**config.mk**
```make
export PLATFORM = sky130hd
export DESIGN_NAME = serial_audio_rx
export DESIGN_NICKNAME = d
export VERILOG_FILES = /design/src/rtl/sar_pkg.sv /design/src/rtl/sar_sync.sv /design/src/rtl/sar_ctrl.sv /design/src/rtl/sar_datapath.sv /design/src/rtl/serial_audio_rx.sv
export SDC_FILE = /design/constraint.sdc
export NUM_CORES = 1
export LEC_CHECK = 0
export ABC_AREA = 1
export BUFFER_PORTS_ARGS = -buffer_cell sky130_fd_sc_hd__buf_2
export CORE_MARGIN = 2
export CORE_UTILIZATION = 45
export DETAILED_ROUTE_END_ITERATION = 8
export HOLD_SLACK_MARGIN = 0.12
export PLACE_DENSITY = 0.66
export SLEW_MARGIN = 20
export SYNTH_ARGS = -nofsm -noshare
export SYNTH_HDL_FRONTEND = slang
export SYNTH_SLANG_ARGS = --single-unit
export TNS_END_PERCENT = 20
```
**constraint.sdc**
```tcl
create_clock -name clk -period 2.6 [get_ports clk]
set_input_delay 0.13 -clock clk [delete_from_list [all_inputs] [get_ports clk]]
set_output_delay 0.13 -clock clk [all_outputs]
set_load 0.02 [all_outputs]
```
**src/rtl/sar_pkg.sv**
```systemverilog
package sar_pkg;

  localparam bit FMT_DELAYED   = 1'b0;
  localparam bit FMT_IMMEDIATE = 1'b1;

  typedef struct packed {
    logic startHalf;
    logic writeBit;
    logic finishLeft;
    logic emitPair;
  } sarStrobes_t;

endpackage

```
**src/rtl/sar_sync.sv**
```systemverilog
module sar_sync #(
  parameter int WIDTH  = 4,
  parameter int STAGES = 2
) (
  input  logic             clk,
  input  logic             rstN,
  input  logic [WIDTH-1:0] asyncIn,
  output logic [WIDTH-1:0] syncOut
);

  logic [WIDTH-1:0] stageQ [STAGES];

  for (genvar s = 0; s < STAGES; s++) begin : g_stage
    always_ff @(posedge clk) begin
      if (!rstN) begin
        stageQ[s] <= '0;
      end else if (s == 0) begin
        stageQ[s] <= asyncIn;
      end else begin
        stageQ[s] <= stageQ[(s == 0) ? 0 : s-1];
      end
    end
  end

  assign syncOut = stageQ[STAGES-1];

endmodule

```
**src/rtl/sar_ctrl.sv**
```systemverilog
module sar_ctrl
  import sar_pkg::*;
#(
  parameter int WORD_LEN = 24,
  localparam int CW = $clog2(WORD_LEN + 1)
) (
  input  logic        clk,
  input  logic        rstN,
  input  logic        bitClkS,
  input  logic        frameS,
  input  logic        fmtS,
  output sarStrobes_t strobes,
  output logic [CW-1:0] bitIdx
);

  logic bitClkPrev;
  logic seenBit;
  logic prevFrame;
  logic fmtReg;
  logic pendStart;
  logic pendLeft;
  logic curLeft;
  logic curGood;
  logic leftGood;
  logic [CW-1:0] bitCnt;

  logic bitTick, transition, fmtNext, fmtChange;
  logic quickStart, startNow, newLeft, halfGood, roomLeft;

  always_comb begin
    bitTick    = bitClkS && !bitClkPrev;
    transition = seenBit && (frameS != prevFrame);
    fmtNext    = transition ? fmtS : fmtReg;
    fmtChange  = transition && (fmtS != fmtReg);
    quickStart = transition && (fmtNext == FMT_IMMEDIATE);
    startNow   = quickStart || pendStart;
    newLeft    = (fmtNext == FMT_IMMEDIATE) ? frameS : !frameS;
    halfGood   = curGood && !fmtChange;
    roomLeft   = bitCnt < CW'(WORD_LEN);

    strobes.startHalf  = bitTick && startNow;
    strobes.writeBit   = bitTick && !startNow && roomLeft;
    strobes.finishLeft = bitTick && startNow && curLeft && halfGood;
    strobes.emitPair   = bitTick && startNow && !curLeft && halfGood && leftGood;
    bitIdx             = bitCnt;
  end

  always_ff @(posedge clk) begin
    if (!rstN) begin
      bitClkPrev <= 1'b0;
      seenBit    <= 1'b0;
      prevFrame  <= 1'b0;
      fmtReg     <= FMT_DELAYED;
      pendStart  <= 1'b0;
      pendLeft   <= 1'b0;
      curLeft    <= 1'b0;
      curGood    <= 1'b0;
      leftGood   <= 1'b0;
      bitCnt     <= '0;
    end else begin
      bitClkPrev <= bitClkS;
      if (bitTick) begin
        seenBit   <= 1'b1;
        prevFrame <= frameS;
        fmtReg    <= fmtNext;
        pendStart <= transition && (fmtNext == FMT_DELAYED);
        if (transition) begin
          pendLeft <= newLeft;
        end
        if (fmtChange) begin
          curGood  <= 1'b0;
          leftGood <= 1'b0;
        end
        if (startNow) begin
          curLeft  <= quickStart ? newLeft : pendLeft;
          curGood  <= 1'b1;
          leftGood <= curLeft && halfGood;
          bitCnt   <= CW'(1);
        end else if (roomLeft) begin
          bitCnt <= bitCnt + 1'b1;
        end
      end
    end
  end

endmodule

```
**src/rtl/sar_datapath.sv**
```systemverilog
module sar_datapath
  import sar_pkg::*;
#(
  parameter int WORD_LEN = 24,
  localparam int CW = $clog2(WORD_LEN + 1)
) (
  input  logic                clk,
  input  logic                rstN,
  input  sarStrobes_t         strobes,
  input  logic [CW-1:0]       bitIdx,
  input  logic                serS,
  output logic [WORD_LEN-1:0] leftSample,
  output logic [WORD_LEN-1:0] rightSample,
  output logic                sampleValid
);

  logic [WORD_LEN-1:0] word;
  logic [WORD_LEN-1:0] leftHold;

  always_ff @(posedge clk) begin
    if (!rstN) begin
      word        <= '0;
      leftHold    <= '0;
      leftSample  <= '0;
      rightSample <= '0;
      sampleValid <= 1'b0;
    end else begin
      sampleValid <= 1'b0;
      if (strobes.startHalf) begin
        word <= {serS, {(WORD_LEN-1){1'b0}}};
      end else if (strobes.writeBit) begin
        for (int i = 0; i < WORD_LEN; i++) begin
          if (bitIdx == CW'(WORD_LEN - 1 - i)) begin
            word[i] <= serS;
          end
        end
      end
      if (strobes.finishLeft) begin
        leftHold <= word;
      end
      if (strobes.emitPair) begin
        leftSample  <= leftHold;
        rightSample <= word;
        sampleValid <= 1'b1;
      end
    end
  end

endmodule

```
**src/rtl/serial_audio_rx.sv**
```systemverilog
module serial_audio_rx
  import sar_pkg::*;
#(
  parameter int WORD_LEN    = 24,
  parameter int SYNC_STAGES = 2,
  localparam int CW = $clog2(WORD_LEN + 1)
) (
  input  logic                clk,
  input  logic                rstN,
  input  logic                bitClk,
  input  logic                frameClk,
  input  logic                serData,
  input  logic                fmtSel,
  output logic [WORD_LEN-1:0] leftSample,
  output logic [WORD_LEN-1:0] rightSample,
  output logic                sampleValid
);

  logic [3:0]    syncVec;
  sarStrobes_t   ctrlStb;
  logic [CW-1:0] bitIdx;

  sar_sync #(.WIDTH(4), .STAGES(SYNC_STAGES)) i_sync (
    .clk     (clk),
    .rstN    (rstN),
    .asyncIn ({fmtSel, serData, frameClk, bitClk}),
    .syncOut (syncVec)
  );

  sar_ctrl #(.WORD_LEN(WORD_LEN)) i_ctrl (
    .clk     (clk),
    .rstN    (rstN),
    .bitClkS (syncVec[0]),
    .frameS  (syncVec[1]),
    .fmtS    (syncVec[3]),
    .strobes (ctrlStb),
    .bitIdx  (bitIdx)
  );

  sar_datapath #(.WORD_LEN(WORD_LEN)) i_dp (
    .clk         (clk),
    .rstN        (rstN),
    .strobes     (ctrlStb),
    .bitIdx      (bitIdx),
    .serS        (syncVec[2]),
    .leftSample  (leftSample),
    .rightSample (rightSample),
    .sampleValid (sampleValid)
  );

endmodule

```
### Word-level counts from Yosys, hierarchy flattened

Memory sizes are Yosys's and may differ from the RTL's.
Cells that the tools add are included.

* memories: 1
* ROM bits: 0
* output and inout bits: 49
* memory bits (writable): 8
* bits in latches: 0
* logic and storage cells: 164
* bits in registers: 111

* shifts and indexed selects: 0
* reduce and logical (&&, ||, !) cells: 55
* $add $sub $neg: 1
* magnitude comparators: 1
* div/mod/pow operators: 0
* eq/ne operators: 25
* multipliers: 0
* mux-type cells: 39
* bitwise operators: 4

Memory list
* i_sync.stageQ: depth 2, bits a word 4, read ports 2, clocked after memory_dff 0, wr ports 2, line sar_sync.sv:11 `logic [WIDTH-1:0] stageQ [STAGES];`

Operators by type and width (number)
* AND reduction 2 bit: 28
* two-way mux 24 bit: 2
* == test 5 x 4 -> 1 bit (second input constant): 8
* == test 5 bit (second input constant): 8
* two-way mux 1 bit: 33
* == test 5 x 3 -> 1 bit (second input constant): 4
* logical AND 1 bit: 15
* == test 5 x 2 -> 1 bit (second input constant): 2
* two-way mux 5 bit: 2
* two-way mux 4 bit: 2
* nonzero test 2 bit: 4
* adder 5 x 1 -> 5 bit (second input constant): 1
* == test 5 x 1 -> 1 bit (second input constant): 1
* zero test 1 bit: 5
* zero test 5 bit: 1
* less-than comparator 5 bit (second input constant): 1
* != test 1 bit: 2
* NOT 1 bit: 2
* OR 1 bit: 2
* OR reduction 2 bit: 1
* logical OR 1 bit: 1

### Logic depth before layout (Yosys ltp)

Gate-level depths: netlist (run 1).

* word-level depth: 10
* gate-level depth with buffers: 11
* mapped depth without buffers: 10

### By module

Synthesis (run 1) repeated with hierarchy kept, for this count alone.

* cell total of the unflattened synthesis: 612
* area, all modules: 4630.7 µm²

By module, submodules not included
* sar_datapath: cells each 479, instances 1, sequential area each 1941.9 µm², area each 3633.5 µm²
* sar_ctrl: cells each 108, instances 1, sequential area each 280.3 µm², area each 772.0 µm²
* sar_sync: cells each 25, instances 1, sequential area each 160.2 µm², area each 225.2 µm²

### Worst setup path after synthesis (run 1)

OpenSTA, ideal clock, no wires.

* kind: reg2reg
* from: memory i_sync.stageQ[1][1]
* to: register i_dp.rightSample[10]
* arrival time: 1391 ps
* clock period less this slack: 1504 ps
* cell stages (with the launch flop): 10
* setup time: 113 ps
* buffers on the path: 2
* required time: 2487 ps
* setup slack: 1096 ps
* cell sequence: dfxtp_1 -> inv_2 -> nand2_1 -> nand4_1 -> a21oi_1 -> buf_2 -> buf_2 -> nand4_1 -> nand2_1 -> nor2_1

RTL lines
* start, declared: line sar_sync.sv:11
* end signal, assigned: line sar_datapath.sv:43 `rightSample <= word;`
* end, declared: line sar_datapath.sv:13 `output logic [WORD_LEN-1:0] rightSample,`

==> impl_metrics.json, run 1 <==
{
  "r2r_cells": 8,
  "cp.required_ns": 2.94,
  "stdcell_area_um2": 6130,
  "power.leakage_nw": 2.81,
  "crit_chain": "inv_2 > nand2_1 > nand4_1 > nand2_1 > nand3_1 > nor2_4 > nor2_1 > nor2_1",
  "crit_family": "simple AND/OR/NAND/NOR gates",
  "dp_hpwl_mm": 7.83,
  "gp_congestion": 0.855,
  "first_pass_iters": 5,
  "dieHeight_um": 112,
  "cts.sinks": 119,
  "period_needed_ns": 2.21,
  "ys_seq_area_frac": 0.457,
  "syn_avg_cell_area_um2": 6.71,
  "core_region_area_um2": 11400,
  "clockBufferDepth": 2,
  "vias_per_cell": 4.89,
  "placed_area_um2": 5520,
  "fill_cells": 1089,
  "tns_ns": 0,
  "gr-usage-all-layers": 0.202,
  "wl_per_cell_um": 12.3,
  "synth-main-ff-cell": "dfxtp_1",
  "yosysTopAreaCell": "dfxtp_1",
  "ys_types": 24,
  "crit_fanout": 48,
  "r2r_start": "i_sync.stageQ[1][1]",
  "cp_num_buf_inv": 1,
  "yosysWarnings": 0,
  "grt_start_max_net_pins": 90,
  "antenna_found_initial": 0,
  "routed.top_layer": "met4",
  "finalHoldViolCount": 0,
  "fin_util": 0.539,
  "ioPinCount": 55,
  "end_kind": "flop",
  "cp_data_arrival_time_ns": 2.55,
  "clockRootBuffer": "clkbuf_16",
  "critPathLaunchType": "flop",
  "hold_end": "i_ctrl.curGood",
  "critPathKind": "flop to flop",
  "max_stage_delay_ns": 0.84,
  "yosysMostFrequentCell": "nor2_1",
  "met1_length_mm": 5.33,
  "worstMarginPinSlew_ns": 1.05,
  "yosys.area.top_type_share": 0.457,
  "first_global_vias": 4649,
  "rsz0062_at_grt": "no",
  "wl_met3_um": 519,
  "startpoint": "i_sync.stageQ[1][1]",
  "start_util": 0.459,
  "max_freq_mhz": 452,
  "fin_worst_skew_ns": 0.00787,
  "overflow": 0,
  "wl_met2_mm": 5.84,
  "ir_worst_vdd_v": 0.000466,
  "cts_tree": "done",
  "syn_inst": 778,
  "synth-edff-count": 0,
  "hold_depth": 4,
  "powerDensity_nw_per_um2": 683,
  "wirelength_mm": 11.9,
  "finalSetupViolCount": 0,
  "num_rows": 39,
  "status": "finished, final reports clean",
  "synth-seq-cells": 119,
  "layout.nets": 824,
  "worstHoldPathType": "input port to flop",
  "port_buffers": 54,
  "areaGrowthSynthToFinish_pct": 17.5,
  "drive_above_1_share": 0.118,
  "syn_area_um2": 5220,
  "ant_nets": 0,
  "async_reset_ff_frac": 0,
  "drtIter0Drc": 245,
  "ys_top_cells_by_count": "nor2_1 (225), nand2_1 (183), dfxtp_1 (119)",
  "vias": 4727,
  "slowest_stage": "nor2_4",
  "post-route-period-util": 0.850,
  "route.detailed.drc": 0,
  "cts_repair_resize_count": 0,
  "clk_latency_ns": 0.41,
  "hold_start": "rstN",
  "synth_fp_nets": 789,
  "cts_buffers": 17,
  "h-tree-depth": 4,
  "reg2reg_slack_ns": 0.39,
  "diodes": 0,
  "grt_pass1_wl_mm": 20.5,
  "die_x_um": 112,
  "finalMaxSlewViolations": 0,
  "maxCapViolations": 0,
  "reg2reg_to": "i_dp.rightSample[6]",
  "yosys-top-cells-area": "dfxtp_1 (46%), nor2_1 (16%), nand2_1 (13%)",
  "die-area_um2": 12500,
  "slew_headroom": 0.295,
  "clkTransAtPathRegs_ns": 0.05
}
==> power by group <==
part	internal [mW]	switching (mW)	leakage (nW)	total, mW
Sequential	1.84	0.0105	0.960	1.85
Clock	1.48	0.755	0.283	2.23
Combinational	0.0361	0.0736	1.56	0.110
Total	3.35	0.839	2.81	4.19
==> flip-flops by register name, indices dropped and copies added (netlist names) <==
name and flops:
i_ctrl.fmtReg 1, i_ctrl.pendLeft 1, i_dp.leftSample 24, i_dp.word 24, i_ctrl.seenBit 1, i_dp.rightSample 24
i_ctrl.pendStart 1, i_dp.sampleValid 1, i_ctrl.prevFrame 1, i_dp.leftHold 24, i_ctrl.curGood 1, i_ctrl.curLeft 1
i_ctrl.bitClkPrev 1, i_sync.stageQ 8, i_ctrl.bitIdx 5, i_ctrl.leftGood 1
==> worst register-to-register path, stage by stage (launching register included) <==
cell,delay [ns]
dfxtp_1,0.38
inv_2,0.07
nand2_1,0.06
nand4_1,0.19
nand2_1,0.19
nand3_1,0.15
nor2_4,0.84
nor2_1,0.13
nor2_1,0.15
==> through the flow <==
| stage | setup WS [ns] | std cells | hold WS, ns | total power [mW] |
|---|---|---|---|---|
| floorplan | 1.10 | 778 | 0.228 | 1.96 |
| global placement | 0.528 | 933 | 0.312 | 1.99 |
| detailed placement | 0.419 | 933 | 0.318 | 1.99 |
| CTS | 0.368 | 967 | 0.148 | 4.24 |
| global route | 0.156 | 967 | 0.168 | 4.33 |
| finish | 0.389 | 967 | 0.162 | 4.19 |
==> routing by layer <==
metal  vias to the layer above  GRT usage
met3                        14     0.0631
met5                         -          0
met4                         0     0.0798
li1                       2484          -
met2                        91      0.350
met1                      2138      0.233
==> repair_timing <==
item / 4_1_cts / 5_1_grt
hold buffers: 4 / 0
endpoints found under the hold margin: 4 / 0
setup buffers: 0 / 0
==> cells in the final DEF, fill, tap and decap left out <==
master,n
bufinv_16,1
nand4_1,74
a21oi_1,8
nand2_1,183
dfxtp_1,119
clkinv_1,1
inv_2,2
nor2_1,224
o21ai_0,7
o21a_1,1
nor2_2,2
buf_12,1
nor4_1,1
dlygate4sd3_1,4
a21oi_4,1
a21boi_4,1
clkbuf_16,17
o21ai_1,1
nand3_1,7
nor2_4,2
buf_2,54
clkbuf_1,4
nor3_1,8
buf_4,8
inv_1,79
xor2_1,1
clkinv_2,1
clkbuf_8,7
ha_1,5
==> layout make-up <==
type,count,area (µm²),share of cell area
Clock inverter,2,35.0,0.00571
Tap cell,143,179,0.0292
Multi-Input combinational cell,526,2300,0.375
Inverter,82,308,0.0502
Clock buffer,28,537,0.0875
Timing Repair Buffer,67,390,0.0637
Sequential cell,119,2380,0.388
==> cell families (layout without fill, tap and decap cells) <==
family	Yosys count	after routing	synth area share
flops	119	119	0.457
fa+ha+maj	5	5	0.0120
compound gates	19	19	0.0192
xor+xnor	1	1	0.00168
simple gates	501	501	0.403
buf+inv	133	179	0.107
==> worst max-delay path by stage <==
stage	endpoint	slack (ns)	depth (start not counted)
6_report	i_dp.rightSample[6]	0.39	8
5_1_grt	i_dp.rightSample[6]	0.16	6
4_1_cts	i_dp.rightSample[6]	0.37	8
3_5_place_dp	i_dp.rightSample[2]	0.42	8
3_3_place_gp	i_dp.leftSample[16]	0.53	8
2_1_floorplan	i_dp.rightSample[10]	1.10	9
Note: power is estimated with default switching activity, not from simulation.
==> run 2, diff against run 1 <==
- REMOVE_ABC_BUFFERS: default -> 1
==> impl_metrics.json, run 2 (synthesis results as in run 1) <==
{
  "first_pass_iters": 7,
  "worstHoldPathType": "input port to flop",
  "ioPinCount": 55,
  "stdcell_area_um2": 6130,
  "cp_data_arrival_time_ns": 2.41,
  "worstMarginPinSlew_ns": 0.898,
  "clk_latency_ns": 0.41,
  "endpoint": "i_ctrl.leftGood",
  "slew_headroom": 0.399,
  "critPathKind": "flop to flop",
  "diodes": 0,
  "finalHoldViolCount": 0,
  "core_region_area_um2": 11400,
  "wl_met2_mm": 5.30,
  "fin_cells": 970,
  "post-route-period-util": 0.788,
  "final_common_cell": "nor2_1",
  "max_freq_mhz": 488,
  "maxCapViolations": 0,
  "overflow": 0,
  "startpoint": "i_sync.stageQ[1][1]",
  "wl_met3_um": 476,
  "cp.required_ns": 2.96,
  "cts_repair_resize_count": 0,
  "end_kind": "flop",
  "route.detailed.drc": 0,
  "reg2reg_to": "i_ctrl.leftGood",
  "period_needed_ns": 2.05,
  "dieHeight_um": 112,
  "r2r_start": "i_sync.stageQ[1][1]",
  "finalMaxSlewViolations": 0,
  "ant_nets": 0,
  "critPathLaunchType": "flop",
  "die_x_um": 112,
  "ir_worst_vdd_v": 0.000357,
  "clkTransAtPathRegs_ns": 0.05,
  "fin_worst_skew_ns": 0.00642,
  "crit_fanout": 13,
  "vias_per_cell": 4.85,
  "wl_per_cell_um": 11.3,
  "power_mw": 4.04,
  "cts_tree": "done",
  "preCtsSetupSlack_ns": 0.383,
  "reg2reg_slack_ns": 0.55,
  "final_cell_mix": "nor2_1 (224), nand2_1 (183), dfxtp_1 (119)",
  "h-tree-depth": 4,
  "start_util": 0.459,
  "vias": 4708,
  "cts_buffers": 17,
  "areaGrowthSynthToFinish_pct": 17.5,
  "drtIter0Drc": 282,
  "die-area_um2": 12500,
  "gr-usage-all-layers": 0.189,
  "r2r_cells": 7,
  "clockRootBuffer": "clkbuf_16",
  "grt_pass1_wl_mm": 19.6,
  "rsz0062_at_grt": "no",
  "grt_start_max_net_pins": 90,
  "port_buffers": 54,
  "layout.nets": 828,
  "dpl.cell_count": 936,
  "postCtsSetupRepairBufs": 0,
  "ctsHoldBuffers": 4,
  "routed.top_layer": "met4",
  "cts.sinks": 119,
  "num_rows": 39,
  "wirelength_mm": 11.0,
  "clockBufferDepth": 2,
  "status": "finished, final reports clean",
  "finalSetupViolCount": 0,
  "hold_slack_ns": 0.122,
  "drive_above_1_share": 0.120,
  "powerDensity_nw_per_um2": 659,
  "first_global_vias": 4464,
  "placed_area_um2": 5540,
  "power.leakage_nw": 2.81,
  "antenna_found_initial": 0,
  "gp_congestion": 0.838,
  "met1_length_mm": 5.02,
  "fin_ws_ns": 0.550,
  "dp_hpwl_mm": 6.94,
  "fill_cells": 1158
}
run 2: layout make-up:
type	count	area, µm²	area share
clock buffers	24	472	0.0769
clock inverters	5	50.0	0.00816
inverters	82	308	0.0502
multi-input cells	526	2300	0.375
flip-flops and latches	119	2380	0.388
well taps	143	179	0.0292
repair buffers	71	440	0.0718
run 2: worst min-delay path by stage:
| stage | from | endpoint | cells after the start |
|---|---|---|---|
| finish | rstN | i_ctrl.bitIdx[4] | 3 |
| global route | rstN | i_ctrl.seenBit | 3 |
| floorplan | rstN | i_sync.stageQ[0][0] | 2 |
| detailed placement | serData | i_sync.stageQ[0][2] | 3 |
| CTS | rstN | i_ctrl.bitIdx[4] | 3 |
| global placement | bitClk | i_sync.stageQ[0][0] | 3 |
run 2: power by group:
group	internal, mW	switching [mW]	leakage, nW
registers	1.84	0.0100	0.960
clock network	1.34	0.749	0.260
logic	0.0361	0.0700	1.59
total	3.21	0.829	2.81
run 2: layer usage:
| layer | vias to the layer above | track usage |
|---|---|---|
| met5 | - | 0 |
| met4 | 0 | 0.0749 |
| met3 | 18 | 0.0528 |
| met2 | 84 | 0.324 |
| met1 | 2106 | 0.224 |
| li1 | 2500 | - |
run 2: per-stage QoR:
step | utilization | TNS [ns]
floorplan | - | -178.17
global placement | 0.488 | 0
detailed placement | 0.488 | 0
CTS | 0.537 | 0
global route | 0.539 | 0
finish | 0.539 | 0
run 2: worst max-delay path, stage by stage (launching register included):
cell	delay (ns)
dfxtp_1	0.39
nand2_1	0.11
nand4_1	0.21
a21oi_4	0.09
nor2_1	0.69
buf_4	0.33
nand3_1	0.09
nand2_1	0.07
